<file path="config.mk">
export PLATFORM = sky130hd
export DESIGN_NAME = isr_status
export DESIGN_NICKNAME = d
export VERILOG_FILES = /design/src/rtl/isr_pkg.sv /design/src/rtl/isr_src_latch.sv /design/src/rtl/isr_irq_merge.sv /design/src/rtl/isr_status.sv
export SDC_FILE = /design/constraint.sdc
export NUM_CORES = 1
export LEC_CHECK = 0
export BUFFER_PORTS_ARGS = -buffer_cell sky130_fd_sc_hd__buf_4
export CAP_MARGIN = 10
export CORE_AREA = 2 2 39 41
export DETAILED_ROUTE_END_ITERATION = 8
export DIE_AREA = 0 0 41 43
export PLACE_DENSITY = 0.62
export SLEW_MARGIN = 20
export SYNTH_ARGS = -nofsm -noshare
export SYNTH_HDL_FRONTEND = slang
export SYNTH_SLANG_ARGS = --single-unit
</file>
<file path="constraint.sdc">
create_clock -name clk -period 1.6 [get_ports clk]
set_clock_uncertainty 0.1 [all_clocks]
set_input_delay 0.08 -clock clk [delete_from_list [all_inputs] [get_ports clk]]
set_output_delay 0.08 -clock clk [all_outputs]
set_load 0.1 [all_outputs]
</file>
<file path="src/rtl/isr_pkg.sv">
package isr_pkg;
    localparam int STAT_W  = 8;
    localparam int NSRC    = 2;
    localparam int IRQ_POS = 7;
    // source index 0 is the alarm, index 1 the update-ended event
    localparam int SRC_POS [NSRC] = '{5, 4};

    typedef struct packed {
        logic flag;
        logic pend;
    } src_state_t;

    typedef struct packed {
        logic              rd;
        logic [STAT_W-1:0] snap;
    } rd_state_t;
endpackage

</file>
<file path="src/rtl/isr_src_latch.sv">
module isr_src_latch
    import isr_pkg::*;
(
    input  logic clk,
    input  logic rst_n,
    input  logic evt,
    input  logic rd_stb,
    input  logic clr,
    input  logic snap_bit,
    output logic flag
);
    src_state_t st_d, st_q;

    always_comb begin
        st_d = st_q;
        if (rd_stb) begin
            st_d.pend = st_q.pend | evt;
        end else if (clr) begin
            st_d.flag = (st_q.flag & ~snap_bit) | st_q.pend | evt;
            st_d.pend = 1'b0;
        end else begin
            st_d.flag = st_q.flag | evt;
            st_d.pend = 1'b0;
        end
    end

    always_ff @(posedge clk or negedge rst_n) begin
        if (!rst_n) st_q <= '0;
        else        st_q <= st_d;
    end

    assign flag = st_q.flag;


    evt_sets_flag_chk: assert property (@(posedge clk) disable iff (!rst_n)
        (evt && !rd_stb) |=> flag);

    visible_cleared_chk: assert property (@(posedge clk) disable iff (!rst_n)
        (clr && snap_bit && !st_q.pend && !evt) |=> !flag);

    held_posted_chk: assert property (@(posedge clk) disable iff (!rst_n)
        (clr && st_q.pend) |=> flag);

    flag_frozen_chk: assert property (@(posedge clk) disable iff (!rst_n)
        rd_stb |=> $stable(flag));
endmodule

</file>
<file path="src/rtl/isr_irq_merge.sv">
module isr_irq_merge #(
    parameter int N = 2
) (
    input  logic [N-1:0] flags,
    input  logic [N-1:0] enables,
    output logic         req
);
    always_comb begin
        req = 1'b0;
        for (int i = 0; i < N; i++) begin
            req = req | (flags[i] & enables[i]);
        end
    end
endmodule

</file>
<file path="src/rtl/isr_status.sv">
module isr_status
    import isr_pkg::*;
(
    input  logic              clk,
    input  logic              rst_n,
    input  logic              alarm_evt,
    input  logic              upd_evt,
    input  logic              alarm_en,
    input  logic              upd_en,
    input  logic              rd_stb,
    output logic [STAT_W-1:0] status,
    output logic              irq
);
    logic [NSRC-1:0]   evt_v, en_v, flag_v;
    logic [STAT_W-1:0] live;
    logic              req, clr;
    rd_state_t         rs_d, rs_q;

    assign evt_v = {upd_evt, alarm_evt};
    assign en_v  = {upd_en, alarm_en};
    assign clr   = rs_q.rd & ~rd_stb;

    for (genvar s = 0; s < NSRC; s++) begin : g_src
        isr_src_latch u_latch (
            .clk      (clk),
            .rst_n    (rst_n),
            .evt      (evt_v[s]),
            .rd_stb   (rd_stb),
            .clr      (clr),
            .snap_bit (rs_q.snap[SRC_POS[s]]),
            .flag     (flag_v[s])
        );
    end

    isr_irq_merge #(.N(NSRC)) u_merge (
        .flags   (flag_v),
        .enables (en_v),
        .req     (req)
    );

    always_comb begin
        live = '0;
        live[IRQ_POS] = req;
        for (int s = 0; s < NSRC; s++) begin
            live[SRC_POS[s]] = flag_v[s];
        end
    end

    always_comb begin
        rs_d    = rs_q;
        rs_d.rd = rd_stb;
        if (rd_stb && !rs_q.rd) rs_d.snap = live;
    end

    always_ff @(posedge clk or negedge rst_n) begin
        if (!rst_n) rs_q <= '0;
        else        rs_q <= rs_d;
    end

    assign status = rs_q.rd ? rs_q.snap : live;
    assign irq    = req;


    irq_follows_src_chk: assert property (@(posedge clk) disable iff (!rst_n)
        ((flag_v[0] && alarm_en) || (flag_v[1] && upd_en)) |-> irq);

    irq_low_chk: assert property (@(posedge clk) disable iff (!rst_n)
        (flag_v == '0) |-> !irq);

    read_stable_chk: assert property (@(posedge clk) disable iff (!rst_n)
        rd_stb |=> $stable(status));

    spare_bits_chk: assert property (@(posedge clk) disable iff (!rst_n)
        (status & 8'b0100_1111) == 8'h00);
endmodule

</file>
; ---- Word-level counts from Yosys, hierarchy flattened
; Index checks and enable logic that the tools add are counted.
[classes]
n_bitwise = 17
reduce_logical = 2
n_mux = 5
[op_table]
columns = op, count
row1 = bitwise OR 1 bit, 9
row2 = two-way mux 8 bit, 1
row3 = bitwise AND 1 bit, 5
row4 = two-way mux 2 bit, 2
row5 = NOT 1 bit, 3
row6 = two-way mux 1 bit, 2
row7 = logical AND 1 bit, 1
row8 = logical NOT 1 bit, 1
[word_totals]
reg_bits = 8
input_bits = 7

; ---- Depth between registers and ports, before layout
; Gate-level depths: netlist (run 1).
[depth]
ltp_word = 6
mapped_depth = 3
ltp_nobuf = 2

; ---- By module
; From an unflattened synthesis (run 1), not the netlist that was laid out.
[hier_totals]
cells_unflattened = 35
area_unflattened_um2 = 431.7
[modules_own_cells]
columns = mod, seq_area_each_um2, instances, area_per_inst_um2, cells_each
row1 = isr_status, 100.1, 1, 240.2, 18
row2 = isr_src_latch, 50.0, 2, 91.3, 8
row3 = isr_irq_merge, 0.0, 1, 8.8, 1

; ---- Least setup slack after synthesis (run 1)
; Ideal clock, no wire load.
[synth_timing]
path_kind = reg-to-output
startpoint = register rs_q[8] (netlist bit)
endpoint = output port status[4]
n_path_buf = 1
path_slack_ns = -1.182
stages_incl_launch_ff = 3
t_arrival_ns = 2.602
path_cell_list = dfrtp_1 buf_6 o21ai_0
[synth_via]
elab_chain_len = 1
[synth_rtl]
columns = item, line
row1 = "start, declared", isr_status.sv:17  ; rd_state_t rs_d, rs_q;
row2 = "start signal, assigned", isr_status.sv:57  ; else rs_q <= rs_d;
row3 = two-way mux 8 bit, isr_status.sv:60  ; assign status = rs_q.rd ? rs_q.snap : live;
row4 = "end, declared", isr_status.sv:11  ; output logic [STAT_W-1:0] status,
; Every way passes these cells.

; ---- Final worst setup path (run 1)
[layout_timing]
startpoint = register g_src[0].u_latch.st_q (netlist bit g_src[0].u_latch.flag)
endpoint = output port status[7]
[layout_via]
elab_chain_len = 3
[layout_rtl]
columns = item, line
row1 = "start, declared", isr_src_latch.sv:12  ; src_state_t st_d, st_q;
row2 = "start signal, assigned", isr_src_latch.sv:29  ; else st_q <= st_d;
row3 = bitwise AND 1 bit, isr_irq_merge.sv:11  ; req = req | (flags[i] & enables[i]);
row4 = bitwise OR 1 bit, isr_irq_merge.sv:11
row5 = two-way mux 8 bit, isr_status.sv:60
; Every way passes these cells.

==> results.tsv, run 1 <==
stage	metric	value	unit
run_status	status	finished clean	
setup_path	CP required	1.42	ns
timing	Setup Viol. Count Final	0	
setup_path	WP buf/inv	1	
drt	WL final	778	um
timing	final worst-path cycle share	95.3	%
placed_design	I/O Buffers	10	
setup_path	startpoint class of the critical path	flop	
synth	dominant cell type by area after synthesis	dfrtp_1	
setup_path	WS Path Type	flop to output pin	
placed_design	Cell Area, Placed	494	um2
synth	Mean Syn Cell Area	11.7	um2
clock_network	TritonCTS clock tree	built	
power	VDD IR-drop max	0.000496	V
floorplanning	I/O pin count	16	
setup_path	crit path launch	g_src[0].u_latch.flag$_DFFE_PN0N_	
synth	top cells by count, synth	dfrtp_1, buf_4, inv_1, mux2_4	
placed_design	dpl hpwl	554	um
drt	initial drt markers	1	
floorplanning	row cnt	14	
clock_network	total CTS buffers	3	
drt	Detail Route Antenna Nets	0	
floorplanning	Die Y	43	um
setup_path	crit end category	output pin	
synth	Post-synth EDFFs	0	
synth	dominant cells by area after synthesis	dfrtp_1, mux2_4, buf_4	
drt	routed len/inst	11.1	um
setup_path	Worst Path Arrival	1.35	ns
setup_path	FF-to-FF Start	rs_q[8]$_DFF_PN0_	
floorplanning	Core ar.	1380	um2
setup_path	Worst R2R Path Depth	2	
finish	NumNets Final	63	
setup_path	CP max stage delay	0.38	ns
finish	fraction of layout cells with a size suffix above 1	38.9	%
clock_network	root buffer cell	clkbuf_4	
power	leakage	0.288	nW
setup_path	WP depth	3	
finish	Seq. cell area	200	um2
job	Max-cap violations	0	
finish	Layout fillers	150	
global_routing	vias in the first global route	286	
clock_network	CTS sink cnt	8	
synth	Distinct cells, synth	15	
clock_network	Clk Latency, worst-skew pair	0.25	ns
synth	yosys warns	0	
floorplanning	Die X	41	um
global_routing	GRT Residual Overflow	0	
synth	Synth Instances	37	
finish	area occupied by multi-input gates	184	um2
clock_network	clk slew on worst S/H paths	0.05	ns
global_routing	initial antenna violation count	0	
setup_path	CP max-delay cell	dfrtp_1	
setup_path	Crit Path Max Fanout	3	
clock_network	Clock Path Buffers	2	
drt	via count	300	
finish	synth-to-layout area growth	33.3	%
global_routing	Global Route Usage Sum	10.8	%
hold_path	worst hold path type	input port to asynchronous set/reset pin	
drt	mean number of vias per cell	4.29	
clock_network	H-tree Lvls	1	
synth	mapped cell area	432	um2
power	pwr dens	1500	nW/um2
synth	sequential-to-total area share from yosys stat	46.4	%
drt	DRT Pass-1 Iters	2	
synth	post-synth top area share	46.4	%
timing	RSZ-0062 raised after global routing	no	
floorplanning	DIE AREA	1760	um2
timing	min Tclk post-route	1.53	ns
setup_path	critical-path cell list	a22o_2, mux2_2, buf_6	
synth	Synth Register Bits	8	
finish	post-route cell area	576	um2
placed_design	gp weighted congestion	0.642	
global_routing	largest net degree at the start of global routing	11	
finish	Antenna Cells	0	
synth	Async SR Flop Fraction	100	%
setup_path	crit-path leading delay family	flip-flops	
floorplanning	initial core utilization	31.2	%
timing	hold slack	0.0793	ns
timing	final hold vios	0	
synth	ys flop type	dfrtp_1	
timing	fmax	0.656	GHz
drt	DRC	0	
global_routing	global-route wire length before repair	1260	um
timing	Max Slew Vio Count	0	
synth	most instantiated library cell after synthesis	dfrtp_1	
[kinds of logic after synthesis]
logic type / after synthesis / synth area share [%]
AO/OA/AOI/OAI: 9 / 15.4
AND/OR/NAND/NOR: 5 / 9.57
buffers and inverters: 10 / 14.8
multiplexers: 4 / 13.0
flip-flops: 8 / 46.4
other: 1 / 0.869
[through the flow]
step	setup slack, ns	cells	utilization (%)	TNS (ns)	total power [W]
detailed placement	0.271	61	35.7	0	0.000679
floorplan	-0.422	41	-	-0.885	0.000616
finish	0.0747	70	41.6	0	0.000863
global placement	0.286	61	35.7	0	0.000676
global route	0.0171	70	41.6	0	0.000908
CTS	0.0218	68	40.5	0	0.000854
[timing repair]
item                       CTS  global route
setup endpoints to repair    1             1
setup buffers                0             2
hold buffers                 4             0
gates resized for setup      1             0
hold endpoints to repair    13             0
[layout make-up]
| class | count | area share (%) |
|---|---|---|
| multi-input combinational | 23 | 32.0 |
| timing repair buffer | 16 | 23.3 |
| tap | 16 | 3.48 |
| inverter | 4 | 2.61 |
| sequential | 8 | 34.8 |
| clock buffer | 3 | 3.91 |
[worst paths after layout]
check                                                     end  slack [ns]
max in group asynchronous  g_src[1].u_latch.st_q[0]$_DFF_PN0_        1.19
setup reg to reg                          rs_q[4]$_DFFE_PN0P_        0.36
min in group clk                          rs_q[7]$_DFFE_PN0P_        0.11
hold / removal                            rs_q[5]$_DFFE_PN0P_        0.08
setup / recovery                                    status[7]        0.07
hold reg to reg                           rs_q[7]$_DFFE_PN0P_        0.42
[layer usage]
layer | track usage (%) | part of all wire [%]
met5 | 0 | 0
met4 | 4.00 | 0
met3 | 6.28 | 8.6
met2 | 13.1 | 39
met1 | 15.5 | 52
[state kept, by name, summed over array words and instances (netlist names)]
register            flops
g_src.u_latch.st_q      2
rs_q                    4
g_src.u_latch.flag      2
[cells in the final DEF, fill, tap and decap left out, drive strengths merged, types with 3 or more instances in the layout]
master / n
buf: 12
mux2: 4
conb: 5
clkbuf: 3
dlygate4sd3: 4
inv: 4
dfrtp: 8
[power by group]
group	switching [W]	leakage, nW	total [W]	internal, W
combinational	0.000295	0.185	0.000432	0.000137
sequential	0.0000317	0.0900	0.000276	0.000244
clock	0.0000696	0.0138	0.000155	0.0000859
(Power assumes the default switching activity.)
==> inputs of run 2 (changes only) <==
GPL_TIMING_DRIVEN = 0   (was not set)
==> run 2 against run 1 <==
  * Global-route usage hardly changed
  * Wire length is 3.6% higher
  * Sequential cell count stayed put
  * Die area stayed put
  * Clock power is 3% lower
==> results.tsv, run 2 (same netlist as run 1, synthesis figures left out) <==
stage	metric	value	unit	change
timing	min Tclk post-route	1.51	ns	-0.0111 ns
timing	final worst-path cycle share	94.6	%	-0.69 points
setup_path	Crit Path Max Fanout	3		unchanged
clock_network	Clock Path Buffers	2		unchanged
floorplanning	Die Y	43	um	unchanged
global_routing	Global Route Usage Sum	10.8	%	+0.011 points
clock_network	root buffer cell	clkbuf_4		
power	combinational group share of total power	51.4	%	+1.4 points
timing	Final WS setup	0.0858	ns	+0.0111 ns
floorplanning	DIE AREA	1760	um2	unchanged
clock_network	TritonCTS clock tree	built		
floorplanning	I/O pin count	16		unchanged
finish	Finished Layout Cells	76		+8.6%
timing	RSZ-0062 raised after global routing	no		
drt	DRC	0		unchanged
placed_design	dpl hpwl	558	um	+0.78%
drt	Detail Route Antenna Nets	0		unchanged
power	leakage	0.322	nW	+12%
power	Clk pwr share	17.4	%	-0.6 points
floorplanning	Core ar.	1380	um2	unchanged
finish	fraction of layout cells with a size suffix above 1	45.0	%	+6.1 points
timing	Setup Viol. Count Final	0		unchanged
timing	final hold vios	0		unchanged
power	switching power	0.000392	W	-1.1%
clock_network	CTS sink cnt	8		unchanged
job	Max-cap violations	0		unchanged
setup_path	crit path launch	g_src[0].u_latch.flag$_DFFE_PN0N_		
global_routing	vias in the first global route	303		+5.9%
drt	mean number of vias per cell	4.30		+0.39%
global_routing	GRT Residual Overflow	0		unchanged
drt	WL final	806	um	+3.6%
placed_design	gp weighted congestion	0.713		+11%
setup_path	CP required	1.42	ns	about the same
power	switching share of total power	45.1	%	-0.84 points
clock_network	total CTS buffers	3		unchanged
timing	Max Slew Vio Count	0		unchanged
timing	fmax	0.660	GHz	+0.73%
drt	initial drt markers	5		+4
setup_path	crit end category	output pin		
placed_design	placed cell count	67		+9.8%
timing	hold slack	0.0858	ns	+0.00649 ns
finish	Antenna Cells	0		unchanged
global_routing	initial antenna violation count	0		unchanged
clock_network	H-tree Lvls	1		unchanged
floorplanning	Die X	41	um	unchanged
power	VDD IR-drop max	0.000590	V	+19%
drt	routed len/inst	10.6	um	-4.6%
setup_path	startpoint class of the critical path	flop		
drt	DRT Pass-1 Iters	3		+1
timing	setup TNS	0	ns	unchanged
floorplanning	row cnt	14		unchanged
setup_path	FF-to-FF Start	rs_q[8]$_DFF_PN0_		
power	Int Pwr	0.000478	W	+2.3%
drt	via count	327		+9.0%
finish	most common cell after layout, fill and taps aside	buf_4		
global_routing	global-route wire length before repair	1220	um	-2.7%
power	Flop pwr share	31.2	%	-0.8 points
global_routing	largest net degree at the start of global routing	11		unchanged
placed_design	pre-CTS setup slack	0.272	ns	+0.000446 ns
run_status	status	finished clean		
setup_path	WS Path Type	flop to output pin		
placed_design	I/O Buffers	10		unchanged
floorplanning	initial core utilization	31.2	%	unchanged
finish	synth-to-layout area growth	44.6	%	
clock_network	Clk Latency, worst-skew pair	0.25	ns	about the same
hold_path	worst hold path type	input port to asynchronous set/reset pin		
setup_path	Worst Path Arrival	1.33	ns	-0.02 ns
finish	most frequent cells in the layout	buf_4, dfrtp_1, conb_1, inv_1, dlygate4sd3_1		
power	pwr dens	1390	nW/um2	-7.2%
clock_network	clk slew on worst S/H paths	0.05	ns	about the same
finish	Largest register FFs	4		unchanged
finish	NumNets Final	69		+9.5%
finish	Largest Register	rs_q		
-- run 2: cell count changes in the layout (fill, tap and decap cells not counted), sizes merged --
cell	delta
buf	+6
-- run 2: area by class of cell --
type                       instances  area [um2]
sequential                         8         200
timing repair buffer              16         134
buffer                             6        48.8
inverter                           4        15.0
fill                             140         759
clock buffer                       3        22.5
multi-input combinational         23         184
tap                               16        20.0
-- run 2: routing by layer --
metal	track usage, %	vias up	routed length, um	share of wire (%)
li1	-	168	-	-
met1	12.9	146	388	48
met2	14.7	13	355	44
met3	7.85	0	62	7.7
met4	4.00	0	0	0
met5	0	-	0	0
-- run 2: what timing repair did --
action                                  in CTS  in global routing
endpoints found under the setup margin       1                  1
resized for setup                            1                  0
hold buffers                                 4                  0
hold endpoints to repair                    13                  0
setup buffers                                0                  2
-- run 2: through the flow --
| step | total power [W] | utilization, % | instance area [um2] |
|---|---|---|---|
| after floorplan | 0.000616 | - | 448 |
| after global placement | 0.000687 | 39.2 | 543 |
| after detailed placement | 0.000691 | 39.2 | 543 |
| after CTS | 0.000868 | 44.0 | 609 |
| after global routing | 0.000917 | 45.1 | 624 |
| final | 0.000869 | 45.1 | 624 |
-- run 2: worst paths after layout --
kind / endpoint / slack, ns / cells past startpoint
setup / recovery: status[7] / 0.09 / 3
hold / removal: g_src[0].u_latch.flag$_DFFE_PN0N_ / 0.09 / 2
setup reg to reg: rs_q[4]$_DFFE_PN0P_ / 0.43 / 3
hold reg to reg: rs_q[7]$_DFFE_PN0P_ / 0.41 / 1
max in group asynchronous: rs_q[7]$_DFFE_PN0P_ / 1.19 / 2
min in group clk: rs_q[7]$_DFFE_PN0P_ / 0.11 / 3
-- run 2: power by group through the flow --
stage / registers, W / logic [W] / clock network [W]
floorplan: 0.000271 / 0.000345 / 0
global placement: 0.000282 / 0.000406 / 0
detailed placement: 0.000281 / 0.000410 / 0
CTS: 0.000279 / 0.000424 / 0.000165
global route: 0.000276 / 0.000469 / 0.000172
finish: 0.000272 / 0.000446 / 0.000151
-- run 2: critical path, stage by stage, from the launching register on --
cell and delay [ns]:
dfrtp_1 0.38, a22o_2 0.25, mux2_2 0.27, buf_6 0.18
